`config.mk`:
```
export PLATFORM = sky130hd
export DESIGN_NAME = led_test_seq
export DESIGN_NICKNAME = d
export VERILOG_FILES = /design/src/rtl/led_test_pkg.sv /design/src/rtl/led_test_sync.sv /design/src/rtl/led_test_pinseq.sv /design/src/rtl/led_test_regseq.sv /design/src/rtl/led_test_seq.sv
export SDC_FILE = /design/constraint.sdc
export NUM_CORES = 1
export LEC_CHECK = 0
export ABC_AREA = 1
export BUFFER_PORTS_ARGS = -buffer_cell sky130_fd_sc_hd__buf_2
export CORE_MARGIN = 2
export CORE_UTILIZATION = 45
export DETAILED_ROUTE_END_ITERATION = 10
export PLACE_DENSITY = 0.74
export SLEW_MARGIN = 20
export SYNTH_ARGS = -nofsm -noshare
export SYNTH_HDL_FRONTEND = slang
export SYNTH_SLANG_ARGS = --single-unit
```
`constraint.sdc`:
```
create_clock -name clk -period 1.28 [get_ports clk]
set_clock_uncertainty 0.05 [all_clocks]
set_input_delay 0.256 -clock clk [delete_from_list [all_inputs] [get_ports clk]]
set_output_delay 0.256 -clock clk [all_outputs]
set_load 0.05 [all_outputs]
```
`src/rtl/led_test_pkg.sv`:
```
package led_test_pkg;
  typedef enum logic [1:0] {
    PIN_IDLE = 2'd0,
    PIN_TEST = 2'd1,
    PIN_OFF  = 2'd2
  } pin_state_e;
endpackage

```
`src/rtl/led_test_sync.sv`:
```
module led_test_sync #(
  parameter int STAGES = 2
) (
  input  logic clk,
  input  logic rst,
  input  logic async_in,
  output logic level,
  output logic rise
);
  logic [STAGES:0] chain;

  always_ff @(posedge clk) begin
    if (rst) chain <= '0;
    else     chain <= {chain[STAGES-1:0], async_in};
  end

  assign level = chain[STAGES-1];
  assign rise  = chain[STAGES-1] & ~chain[STAGES];
endmodule

```
`src/rtl/led_test_pinseq.sv`:
```
module led_test_pinseq
  import led_test_pkg::*;
#(
  parameter int NCH = 5
) (
  input  logic           clk,
  input  logic           rst,
  input  logic           level,
  input  logic           rise,
  input  logic           unit_ok,
  input  logic [NCH-1:0] led_ok,
  output logic           test_out
);
  localparam int STEP_W = $clog2(NCH + 2);

  pin_state_e        state, state_n;
  logic [STEP_W-1:0] step, step_n;
  logic              show;

  always_comb begin
    state_n = state;
    step_n  = step;
    unique case (state)
      PIN_IDLE: if (rise) begin
        state_n = unit_ok ? PIN_TEST : PIN_OFF;
        step_n  = '0;
      end
      PIN_TEST: if (rise) begin
        if (step == STEP_W'(NCH)) begin
          state_n = PIN_OFF;
          step_n  = '0;
        end else begin
          step_n = step + STEP_W'(1);
        end
      end
      default: ;
    endcase
  end

  always_comb begin
    show = 1'b0;
    if (state_n == PIN_TEST) begin
      if (step_n == '0) show = 1'b1;
      for (int i = 0; i < NCH; i++)
        if (step_n == STEP_W'(i + 1)) show = led_ok[i];
    end
  end

  always_ff @(posedge clk) begin
    if (rst) begin
      state    <= PIN_IDLE;
      step     <= '0;
      test_out <= 1'b0;
    end else begin
      state    <= state_n;
      step     <= step_n;
      test_out <= level & show;
    end
  end

  // alive answer follows unit health
  a_r2_ack_value: assert property (@(posedge clk) disable iff (rst)
    (state == PIN_IDLE && rise) |=> (test_out == $past(unit_ok)));
  // once disengaged or refused, stays off
  a_r5_off_sticky: assert property (@(posedge clk) disable iff (rst)
    (state == PIN_OFF) |=> (state == PIN_OFF));
  a_r3_off_silent: assert property (@(posedge clk) disable iff (rst)
    (state == PIN_OFF) |=> !test_out);
  // step moves only on a rising edge
  a_r6_step_on_rise: assert property (@(posedge clk) disable iff (rst)
    !rise |=> $stable(step));
  // step index never passes the last channel
  a_r4_step_bound: assert property (@(posedge clk) disable iff (rst)
    step <= STEP_W'(NCH));
endmodule

```
`src/rtl/led_test_regseq.sv`:
```
module led_test_regseq #(
  parameter int              NCH        = 5,
  parameter int              ADDR_W     = 8,
  parameter int              DATA_W     = 8,
  parameter logic [ADDR_W-1:0] TEST_ADDR  = 8'h0C,
  parameter logic [DATA_W-1:0] START_CODE = 8'h01
) (
  input  logic              clk,
  input  logic              rst,
  input  logic              bus_tick,
  input  logic              reg_wr,
  input  logic              reg_rd,
  input  logic [ADDR_W-1:0] reg_addr,
  input  logic [DATA_W-1:0] reg_wdata,
  input  logic [NCH-1:0]    led_ok,
  output logic [DATA_W-1:0] reg_rdata
);
  localparam int IDX_W = $clog2(NCH + 1);

  logic              running, done, start, step_en;
  logic [IDX_W-1:0]  idx;
  logic [NCH-1:0]    pass;
  logic [DATA_W-1:0] word;

  assign start   = reg_wr && (reg_addr == TEST_ADDR) && (reg_wdata == START_CODE);
  assign step_en = running && bus_tick;

  always_ff @(posedge clk) begin
    if (rst) begin
      running <= 1'b0;
      done    <= 1'b0;
      idx     <= '0;
    end else if (start) begin
      running <= 1'b1;
      done    <= 1'b0;
      idx     <= '0;
    end else if (step_en) begin
      if (idx == IDX_W'(NCH - 1)) begin
        running <= 1'b0;
        done    <= 1'b1;
      end else begin
        idx <= idx + IDX_W'(1);
      end
    end
  end

  for (genvar g = 0; g < NCH; g++) begin : g_pass
    always_ff @(posedge clk) begin
      if (rst || start)                      pass[g] <= 1'b0;
      else if (step_en && idx == IDX_W'(g))  pass[g] <= led_ok[g];
    end
  end

  always_comb begin
    word            = '0;
    word[DATA_W-1]  = done;
    word[NCH-1:0]   = pass;
  end

  always_ff @(posedge clk) begin
    if (rst)         reg_rdata <= '0;
    else if (reg_rd) reg_rdata <= (reg_addr == TEST_ADDR) ? word : '0;
  end

  // start clears the result
  a_r7_start_clears: assert property (@(posedge clk) disable iff (rst)
    start |=> (!done && pass == '0));
  // other addresses read zero
  a_r9_other_zero: assert property (@(posedge clk) disable iff (rst)
    (reg_rd && reg_addr != TEST_ADDR) |=> (reg_rdata == '0));
  // result only moves on a start or a paced step
  a_r10_pass_hold: assert property (@(posedge clk) disable iff (rst)
    (!start && !step_en) |=> $stable(pass));
  // done and running never together
  a_r8_done_idle: assert property (@(posedge clk) disable iff (rst)
    !(done && running));
endmodule

```
`src/rtl/led_test_seq.sv`:
```
module led_test_seq #(
  parameter int              NCH         = 5,
  parameter int              SYNC_STAGES = 2,
  parameter int              ADDR_W      = 8,
  parameter int              DATA_W      = 8,
  parameter logic [ADDR_W-1:0] TEST_ADDR   = 8'h0C,
  parameter logic [DATA_W-1:0] START_CODE  = 8'h01
) (
  input  logic              clk,
  input  logic              rst,
  input  logic              test_in,
  input  logic              unit_ok,
  input  logic [NCH-1:0]    led_ok,
  output logic              test_out,
  input  logic              bus_tick,
  input  logic              reg_wr,
  input  logic              reg_rd,
  input  logic [ADDR_W-1:0] reg_addr,
  input  logic [DATA_W-1:0] reg_wdata,
  output logic [DATA_W-1:0] reg_rdata
);
  logic t_level, t_rise;

  led_test_sync #(.STAGES(SYNC_STAGES)) u_sync (
    .clk(clk), .rst(rst), .async_in(test_in), .level(t_level), .rise(t_rise)
  );

  led_test_pinseq #(.NCH(NCH)) u_pin (
    .clk(clk), .rst(rst), .level(t_level), .rise(t_rise),
    .unit_ok(unit_ok), .led_ok(led_ok), .test_out(test_out)
  );

  led_test_regseq #(
    .NCH(NCH), .ADDR_W(ADDR_W), .DATA_W(DATA_W),
    .TEST_ADDR(TEST_ADDR), .START_CODE(START_CODE)
  ) u_reg (
    .clk(clk), .rst(rst), .bus_tick(bus_tick), .reg_wr(reg_wr), .reg_rd(reg_rd),
    .reg_addr(reg_addr), .reg_wdata(reg_wdata), .led_ok(led_ok), .reg_rdata(reg_rdata)
  );

  // a low input (after sync and output register) forces a low result
  a_r1_low_forces_low: assert property (@(posedge clk) disable iff (rst)
    !$past(test_in, SYNC_STAGES + 1) |-> !test_out);
endmodule

```
==> reports/metrics.csv, run 1 <==
stage,metric,value,unit
timing,fin_ws,-0.000209,ns
power,p_leak,0.780,nW
global_routing,grt_pass1_wl,4480,µm
clock_network,cts_root_buffer,clkbuf_4,
placed_design,place_hpwl,1920,µm
global_routing,antenna_found_initial,0,
timing,grt_setup_unrepaired,yes,
routing,drc_errors,0,
floorplanning,initial_core_util,46.3,%
critical_path,cp.arrival,1.46,ns
floorplanning,core-area,2690,µm²
placed_design,io_buffers,34,
critical_path,setup.worst_path.class,reg2reg,
power,ir_drop,0.000898,V
yosys,synth_area_leader_cell,dfxtp_1,
routing,wire_per_inst,10.8,µm
yosys,synthCells,179,
yosys,synth_top_area_share,40.2,%
clock_network,clock_sinks,25,
timing,fmax,781,MHz
clock_network,clockBufferDepth,2,
routing,drt_pre_antenna_iters,4,
floorplanning,io_pins,37,
outcome,outcome,finished with violations,
clock_network,insertion_delay,0.32,ns
routing,vias,1240,
yosys,syn_area,1240,µm²
clock_network,cts_tree,done,
timing,fin_worst_hold_slack,0.0711,ns
global_routing,overflow,0,
timing,setup-violations-final,1,
global_routing,grt_pass1_vias,1107,
floorplanning,die_h,56.6,µm
yosys,avgSynthCellArea,6.95,µm²
cells_and_area,layout_common_cells,"buf_2 (33), nand2_1 (23), inv_1 (20)",
routing,viasPerCell,4.79,
placed_design,dp_slack,-0.129,ns
power,power_density,775,nW/µm²
critical_path,crit_required,1.46,ns
routing,drt_iter0_markers,21,
placed_design,gp_congestion,0.836,
timing,min_period,1.28,ns
critical_path,crit_path_end_kind,register,
min_path,min_path_type,in2reg,
clock_network,holdBufCountCts,0,
cells_and_area,layout_commonest_cell,buf_2,
cells_and_area,diodes,0,
yosys,ys_warn_count,0,
cells_and_area,syn_to_final_growth,41.8,%
timing,final-hold-violation-count,0,
critical_path,cp_max_fo,3,
clock_network,cts_htree_levels,1,
yosys,synthDistinctLibCells,22,
global_routing,grt_max_degree,14,
routing,wl,2790,µm
floorplanning,rows,19,
critical_path,start_kind,register,
cells_and_area,utilization,65.7,%
clock_network,clk_pin_slew_worst_paths,0.13,ns
yosys,synth_seq_cells,25,
timing,finalCritPeriodShare,100,%
floorplanning,die_area,3200,µm²
cells_and_area,nets,262,
outcome,violations,negative setup slack,
run,drv_cap,0,
routing,ant_nets,0,
yosys,ys_seq_area_share,40.2,%
cells_and_area,drive_above_1_share,47.4,%
clock_network,cts_buffers,3,
yosys,synthTopCellsByArea,"dfxtp_1 (40%), nand2_1 (12%), inv_1 (8.7%)",
floorplanning,die_w,56.6,µm
timing,finalMaxSlewViolations,0,
global_routing,grt_usage,17.7,%
[cell families (layout without fill, tap and decap cells)]
kind of cell    count (synthesis)  after routing  share of synthesized area, %
xor+xnor                        1              1                         0.704
fa+ha+maj                       5              5                          5.03
simple gates                   87             87                          31.5
other cells                     1              2                         0.301
mux                             2              2                          1.71
flops                          25             25                          40.2
compound gates                 25             25                          10.1
buf+inv                        33             81                          10.6
[worst max-delay path, stage by stage, from the launching register on]
cell and delay [ns]:
dfxtp_2 0.35, inv_2 0.05, nor2_4 0.09, buf_6 0.12, nand3_2 0.06, nand2_2 0.07
nand2_2 0.06, nand2_2 0.09, nand2_2 0.06, a21oi_2 0.12, nor2_1 0.06
[per-layer routing]
layer,GRT usage (%),part of all wire (%)
met3,4.38,4.3
met1,22.4,46
met4,5.44,1.9
met5,0,0
met2,29.4,48
[cells in the mapped netlist]
cell type	n
conb_1	1
buf_4	2
or2_4	1
ha_1	5
nand3_1	12
xor2_1	1
mux2_2	1
inv_1	29
clkbuf_1	2
dfxtp_1	25
nand3_2	1
or2_2	1
o21ai_0	14
or2_1	1
nor3_1	1
nor2_1	27
nand2_4	1
nor4_4	1
nor3b_1	2
mux2i_1	1
nand2_1	39
a21oi_1	11
[flip-flops by register name, summed over array words and instances, names as in the netlist]
register / flops
u_sync.chain: 3
u_reg.idx: 3
u_pin.state: 2
u_pin.test_out: 1
u_reg.reg_rdata: 6
u_pin.step: 3
u_reg.done: 1
u_reg.running: 1
u_reg.pass: 5
[path summary, 6_finish.rpt]
| check | from | to | slack [ns] | cells after the start |
|---|---|---|---|---|
| setup reg to reg | u_sync.chain[1]$_SDFF_PP0_ | u_pin.test_out$_SDFF_PP0_ | -0.0002 | 10 |
| hold / removal | test_in | u_sync.chain[0]$_SDFF_PP0_ | 0.07 | 3 |
| hold reg to reg | u_sync.chain[0]$_SDFF_PP0_ | u_sync.chain[1]$_SDFF_PP0_ | 0.36 | 2 |
| setup / recovery | u_sync.chain[1]$_SDFF_PP0_ | u_pin.test_out$_SDFF_PP0_ | -0.0002 | 10 |
[layout make-up]
type,instances,area [µm²]
fillers,241,921
multi-input cells,122,797
flip-flops and latches,25,513
repair buffers,48,282
inverters,29,109
well taps,31,38.8
clock buffers,4,26.3
[through the flow]
stage          cell area (µm²)  cells   TNS (ns)  power, mW
3_5_place_dp              1540    254      -1.74       1.01
3_3_place_gp              1540    254      -1.29       1.00
5_1_grt                   1770    259     -0.133       1.43
4_1_cts                   1660    259          0       1.35
2_1_floorplan             1250    180     -0.565      0.939
6_report                  1770    259  -0.000209       1.37
[timing repair]
action	4_1_cts	5_1_grt
cloned	0	0
setup buffers	1	0
pin swaps	10	16
setup endpoints to repair	4	7
resized for setup	33	36
[report_power, final]
part           internal (mW)  leakage, nW  switching [mW]
Combinational         0.0811        0.558           0.136
Sequential             0.794        0.207         0.00985
Clock                  0.122       0.0150           0.225
Total                  0.998        0.780           0.370
(Power assumes the default switching activity.)
==> inputs of run 2 (changes only) <==
- CORE_UTILIZATION: 45 -> 50
- PLACE_DENSITY: 0.74 -> 0.78
- clock period: 1.28 -> 1.2 ns (I/O delays scaled with it)
==> reports/metrics.csv, run 2 (synthesis gave the netlist of run 1 again) <==
stage,metric,value,unit,change
cells_and_area,multi_input_area,860,µm²,was 797 µm²
routing,vias,1323,,was 1240
cells_and_area,layout_common_cells,"buf_2 (27), buf_4 (23), nand2_1 (21)",,"was buf_2 (33), nand2_1 (23), inv_1 (20)"
routing,drc_errors,0,,unchanged
placed_design,io_buffers,34,,unchanged
placed_design,dp_slack,-0.183,ns,was -0.129 ns
critical_path,cp_max_fo,3,,unchanged
clock_network,cts_tree,done,,unchanged
global_routing,antenna_found_initial,0,,unchanged
critical_path,setup.worst_path.class,reg2reg,,unchanged
timing,finalMaxSlewViolations,0,,unchanged
timing,min_period,1.33,ns,was 1.28 ns
global_routing,grt_usage,22.2,%,was 17.7%
cells_and_area,seqCellArea,513,µm²,unchanged
critical_path,crit_chain,inv_1 -> nor2_2 -> nand2_1 -> nor2_4 -> nor2_4 -> buf_4 -> buf_4 -> nor2_2,,was inv_2 -> nor2_4 -> buf_6 -> nand3_2 -> nand2_2 -> nand2_2 -> nand2_2 -> nand2_2 -> a21oi_2 -> nor2_1
cells_and_area,largest-register,u_reg.reg_rdata,,unchanged
critical_path,crit_path_top_delay_cell,dfxtp_2,,unchanged
floorplanning,die_area,2910,µm²,was 3200 µm²
timing,grt_setup_unrepaired,yes,,unchanged
clock_network,cts_htree_levels,1,,unchanged
clock_network,insertion_delay,0.31,ns,was 0.32 ns
critical_path,critical_path.max_stage_delay,0.37,ns,was 0.35 ns
floorplanning,rows,18,,was 19
critical_path,cpLargestDelayFamily,simple AND/OR/NAND/NOR gates,,unchanged
power,finalPower,1.50,mW,was 1.37 mW
timing,fin_ws,-0.127,ns,was -0.000209 ns
cells_and_area,drive_above_1_share,52.5,%,was 47.4%
cells_and_area,design_area,1920,µm²,was 1770 µm²
global_routing,overflow,0,,unchanged
timing,final-hold-violation-count,0,,unchanged
clock_network,clock_sinks,25,,unchanged
global_routing,grt_pass1_vias,1195,,was 1107
power,p_leak,0.842,nW,was 0.780 nW
outcome,violations,negative setup slack,,unchanged
routing,ant_nets,0,,unchanged
floorplanning,initial_core_util,51.7,%,was 46.3%
power,ir_drop,0.000673,V,was 0.000898 V
run,drv_cap,0,,unchanged
cells_and_area,nets,270,,was 262
placed_design,dpl-instance-area,1560,µm²,was 1540 µm²
global_routing,grt_max_degree,14,,unchanged
floorplanning,die_h,53.9,µm,was 56.6 µm
cells_and_area,syn_to_final_growth,54.0,%,was 41.8%
cells_and_area,utilization,79.5,%,was 65.7%
clock_network,clk_pin_slew_worst_paths,0.14,ns,was 0.13 ns
placed_design,place_hpwl,1970,µm,was 1920 µm
critical_path,cp.arrival,1.54,ns,was 1.46 ns
routing,drt_pre_antenna_iters,4,,unchanged
routing,wire_per_inst,13.4,µm,was 10.8 µm
floorplanning,core-area,2410,µm²,was 2690 µm²
power,power_density,783,nW/µm²,was 775 nW/µm²
global_routing,grt_pass1_wl,4730,µm,was 4480 µm
cells_and_area,layout_commonest_cell,buf_2,,unchanged
floorplanning,die_w,53.9,µm,was 56.6 µm
clock_network,cts_buffers,3,,unchanged
critical_path,crit_path_end_kind,register,,unchanged
cells_and_area,diodes,0,,unchanged
routing,viasPerCell,4.97,,was 4.79
clock_network,clockBufferDepth,2,,unchanged
clock_network,cts_root_buffer,clkbuf_4,,unchanged
cells_and_area,final_cell_count_no_fill,266,,was 259
floorplanning,io_pins,37,,unchanged
critical_path,crit_buf_inv,3,,was 2
min_path,min_path_type,in2reg,,unchanged
timing,setup-violations-final,9,,was 1
timing,finalCritPeriodShare,111,%,was 100%
timing,fmax,753,MHz,was 781 MHz
critical_path,crit_required,1.42,ns,was 1.46 ns
cells_and_area,fillers,156,,was 241
outcome,outcome,finished with violations,,unchanged
cells_and_area,reg_top3,"u_reg.reg_rdata (6), u_reg.pass (5)",,unchanged
routing,drt_iter0_markers,25,,was 21
cells_and_area,largest_reg_flops,6,,unchanged
routing,wl,3570,µm,was 2790 µm
critical_path,start_kind,register,,unchanged
placed_design,gp_congestion,0.846,,was 0.836
placed_design,dp_cells,256,,was 254
-- run 2: repair_timing --
item	4_1_cts	5_1_grt
pin swaps	19	23
buffers inserted	2	4
resized for setup	40	55
hold buffers	0	0
endpoints found under the setup margin	13	12
-- run 2: report_power, final --
group	internal, mW	leakage, nW	total, mW	switching [mW]
clock network	0.130	0.0150	0.381	0.252
logic	0.107	0.620	0.261	0.155
registers	0.847	0.207	0.858	0.0102
-- run 2: final timing paths --
path / to / from / depth (start not counted) / slack [ns]
max: u_pin.state[1]$_SDFF_PP0_ / u_pin.state[0]$_SDFF_PP0_ / 8 / -0.13
min: u_sync.chain[0]$_SDFF_PP0_ / test_in / 3 / 0.06
max reg2reg: u_pin.state[1]$_SDFF_PP0_ / u_pin.state[0]$_SDFF_PP0_ / 8 / -0.13
min reg2reg: u_sync.chain[1]$_SDFF_PP0_ / u_sync.chain[0]$_SDFF_PP0_ / 2 / 0.36
-- run 2: layout make-up --
type / instances / share of cell area [%]
Timing Repair Buffer: 56 / 19.4
Sequential cell: 25 / 26.8
Inverter: 29 / 5.68
Tap cell: 30 / 1.96
Multi-Input combinational cell: 122 / 44.8
Clock buffer: 4 / 1.37
-- run 2: per-stage QoR --
step,TNS [ns],hold slack (ns)
floorplan,-1.20,0.297
global placement,-2.31,0.339
detailed placement,-2.75,0.358
CTS,-0.0817,0.0639
global route,-1.41,0.0707
finish,-0.597,0.0613
-- run 2: worst min-delay path, delay by kind of cell --
family	cells	cell delay [ns]
buffers and inverters	2	0.13
and+or+nand+nor	1	0.03
-- run 2: metal layers --
metal / GRT usage [%] / vias up / wire length [µm]
met5: 0 / - / 0
met4: 7.26 / 0 / 103
met3: 3.33 / 10 / 140
met2: 40.7 / 36 / 1830
met1: 26.1 / 609 / 1500
li1: - / 668 / -
==> inputs of run 3 (changes only) <==
==> constraint.sdc (replaced) <==
create_clock -name clk -period 1.2 [get_ports clk]
set_clock_uncertainty 0.05 [all_clocks]
set_input_delay 0 -clock clk [delete_from_list [all_inputs] [get_ports clk]]
set_output_delay 0 -clock clk [all_outputs]
set_load 0.05 [all_outputs]
==> reports/metrics.csv, run 3 (synthesis gave the netlist of run 1 again) <==
stage,metric,value,unit,change
outcome,outcome,finished with violations,,unchanged
outcome,violations,"negative hold slack, negative setup slack",,was negative setup slack
timing,fin_ws,-0.115,ns,was -0.127 ns
routing,wl,3710,µm,was 3570 µm
critical_path,cp_max_fo,3,,unchanged
clock_network,cts_htree_levels,1,,unchanged
floorplanning,core-area,2410,µm²,unchanged
placed_design,gp_congestion,0.818,,was 0.846
floorplanning,die_h,53.9,µm,unchanged
power,power_density,774,nW/µm²,was 783 nW/µm²
cells_and_area,layout_commonest_cell,buf_2,,unchanged
cells_and_area,utilization,81.3,%,was 79.5%
cells_and_area,layout_common_cells,"buf_2 (33), nand2_1 (25), inv_1 (20)",,"was buf_2 (27), buf_4 (23), nand2_1 (21)"
placed_design,io_buffers,34,,unchanged
timing,fmax,761,MHz,was 753 MHz
global_routing,antenna_found_initial,0,,unchanged
routing,viasPerCell,5.15,,was 4.97
critical_path,crit_required,1.44,ns,was 1.42 ns
min_path,min_path_type,in2reg,,unchanged
critical_path,start_kind,register,,unchanged
timing,fin_worst_hold_slack,-0.0202,ns,was 0.0613 ns
timing,finalCritPeriodShare,110,%,was 111%
routing,vias,1391,,was 1323
timing,min_period,1.31,ns,was 1.33 ns
clock_network,clk_pin_slew_worst_paths,0.15,ns,was 0.14 ns
clock_network,cts_root_buffer,clkbuf_4,,unchanged
clock_network,cts_tree,done,,unchanged
clock_network,clockBufferDepth,2,,unchanged
floorplanning,initial_core_util,51.7,%,unchanged
cells_and_area,largest_reg_flops,6,,unchanged
routing,drc_errors,0,,unchanged
global_routing,grt_max_degree,15,,was 14
cells_and_area,nets,274,,was 270
power,p_leak,0.834,nW,was 0.842 nW
cells_and_area,reg_top3,"u_reg.reg_rdata (6), u_reg.pass (5)",,unchanged
run,drv_cap,0,,unchanged
routing,drt_iter0_markers,36,,was 25
floorplanning,io_pins,37,,unchanged
critical_path,crit-reg2reg-launch,u_sync.chain[1]$_SDFF_PP0_,,was u_pin.state[0]$_SDFF_PP0_
power,finalPower,1.52,mW,was 1.50 mW
global_routing,grt_usage,24.4,%,was 22.2%
min_path,hold_end,u_reg.pass[0]$_SDFFE_PP0P_,,was u_sync.chain[0]$_SDFF_PP0_
cells_and_area,syn_to_final_growth,57.3,%,was 54.0%
timing,finalMaxSlewViolations,0,,unchanged
clock_network,clock_sinks,25,,unchanged
floorplanning,rows,18,,unchanged
critical_path,setup.worst_path.class,reg2reg,,unchanged
cells_and_area,drive_above_1_share,48.3,%,was 52.5%
clock_network,insertion_delay,0.33,ns,was 0.31 ns
cells_and_area,largest-register,u_reg.reg_rdata,,unchanged
critical_path,reg2regPathDepth,8,,unchanged
global_routing,grt_pass1_vias,1255,,was 1195
critical_path,r2r-end,u_pin.test_out$_SDFF_PP0_,,was u_pin.state[1]$_SDFF_PP0_
critical_path,r2r_slack,-0.11,ns,was -0.13 ns
timing,setup-violations-final,4,,was 9
routing,wire_per_inst,13.7,µm,was 13.4 µm
floorplanning,die_w,53.9,µm,unchanged
routing,ant_nets,0,,unchanged
critical_path,crit_path_end_kind,register,,unchanged
min_path,min_path_cells,5,,was 3
placed_design,place_hpwl,2150,µm,was 1970 µm
power,ir_drop,0.000820,V,was 0.000673 V
critical_path,cp.arrival,1.55,ns,was 1.54 ns
clock_network,cts_buffers,3,,unchanged
global_routing,overflow,0,,unchanged
timing,grt_setup_unrepaired,yes,,unchanged
min_path,holdCritStartpoint,led_ok[0],,was test_in
cells_and_area,diodes,0,,unchanged
floorplanning,die_area,2910,µm²,unchanged
timing,final-hold-violation-count,1,,was 0
routing,drt_pre_antenna_iters,4,,unchanged
global_routing,grt_pass1_wl,5050,µm,was 4730 µm
==> run 3: stage by stage <==
step,instance area (µm²),worst slack [ns],std cells,setup TNS [ns]
6_report,1960,-0.115,270,-0.244
5_1_grt,1960,-0.235,270,-0.734
4_1_cts,1700,-0.0405,263,-0.0876
3_5_place_dp,1510,-0.151,247,-0.267
3_3_place_gp,1510,-0.0677,247,-0.0966
2_1_floorplan,1270,-0.00307,180,-0.00307
==> run 3: power by group <==
| group | internal (mW) | leakage, nW | switching [mW] |
|---|---|---|---|
| Clock | 0.125 | 0.0177 | 0.272 |
| Sequential | 0.841 | 0.209 | 0.0115 |
| Combinational | 0.112 | 0.607 | 0.153 |
==> run 3: cell type report <==
class                   instances  area [µm²]
clock buffers                   3        22.5
clock inverters                 1        5.00
fillers                       133         452
inverters                      29         114
multi-input cells             122         843
flip-flops and latches         25         523
well taps                      30        37.5
repair buffers                 60         413
==> run 3: worst max path at each step <==
| stage | start | end | cells past startpoint |
|---|---|---|---|
| after floorplan | u_reg.idx[1]$_SDFFE_PP0P_ | u_reg.idx[1]$_SDFFE_PP0P_ | 7 |
| after global placement | u_sync.chain[1]$_SDFF_PP0_ | u_pin.test_out$_SDFF_PP0_ | 8 |
| after detailed placement | u_sync.chain[1]$_SDFF_PP0_ | u_pin.test_out$_SDFF_PP0_ | 8 |
| after CTS | u_sync.chain[2]$_SDFF_PP0_ | u_pin.test_out$_SDFF_PP0_ | 9 |
| after global routing | u_sync.chain[1]$_SDFF_PP0_ | u_pin.test_out$_SDFF_PP0_ | 11 |
| final | u_sync.chain[1]$_SDFF_PP0_ | u_pin.test_out$_SDFF_PP0_ | 8 |
==> run 3: metal layers <==
layer	GRT usage [%]	vias up	wire [µm]
met1	26.6	636	1480
met5	0	-	0
li1	-	678	-
met3	3.06	14	228
met4	10.7	0	102
met2	46.3	63	1900
==> run 3: repair_timing <==
item                       CTS  global route
setup endpoints to repair    7            13
resized for setup           19            61
pin swaps                    5            27
setup buffers                0             7
hold endpoints to repair    20             0
hold buffers                12             0
==> run 3: critical path, cell delays in order, from the launching register on <==
cell	delay, ns
dfxtp_4	0.40
inv_1	0.08
nor2_4	0.11
nand2_2	0.09
o21ai_2	0.17
nand3_2	0.10
a21oi_2	0.11
nand2_1	0.06
nor2_1	0.08
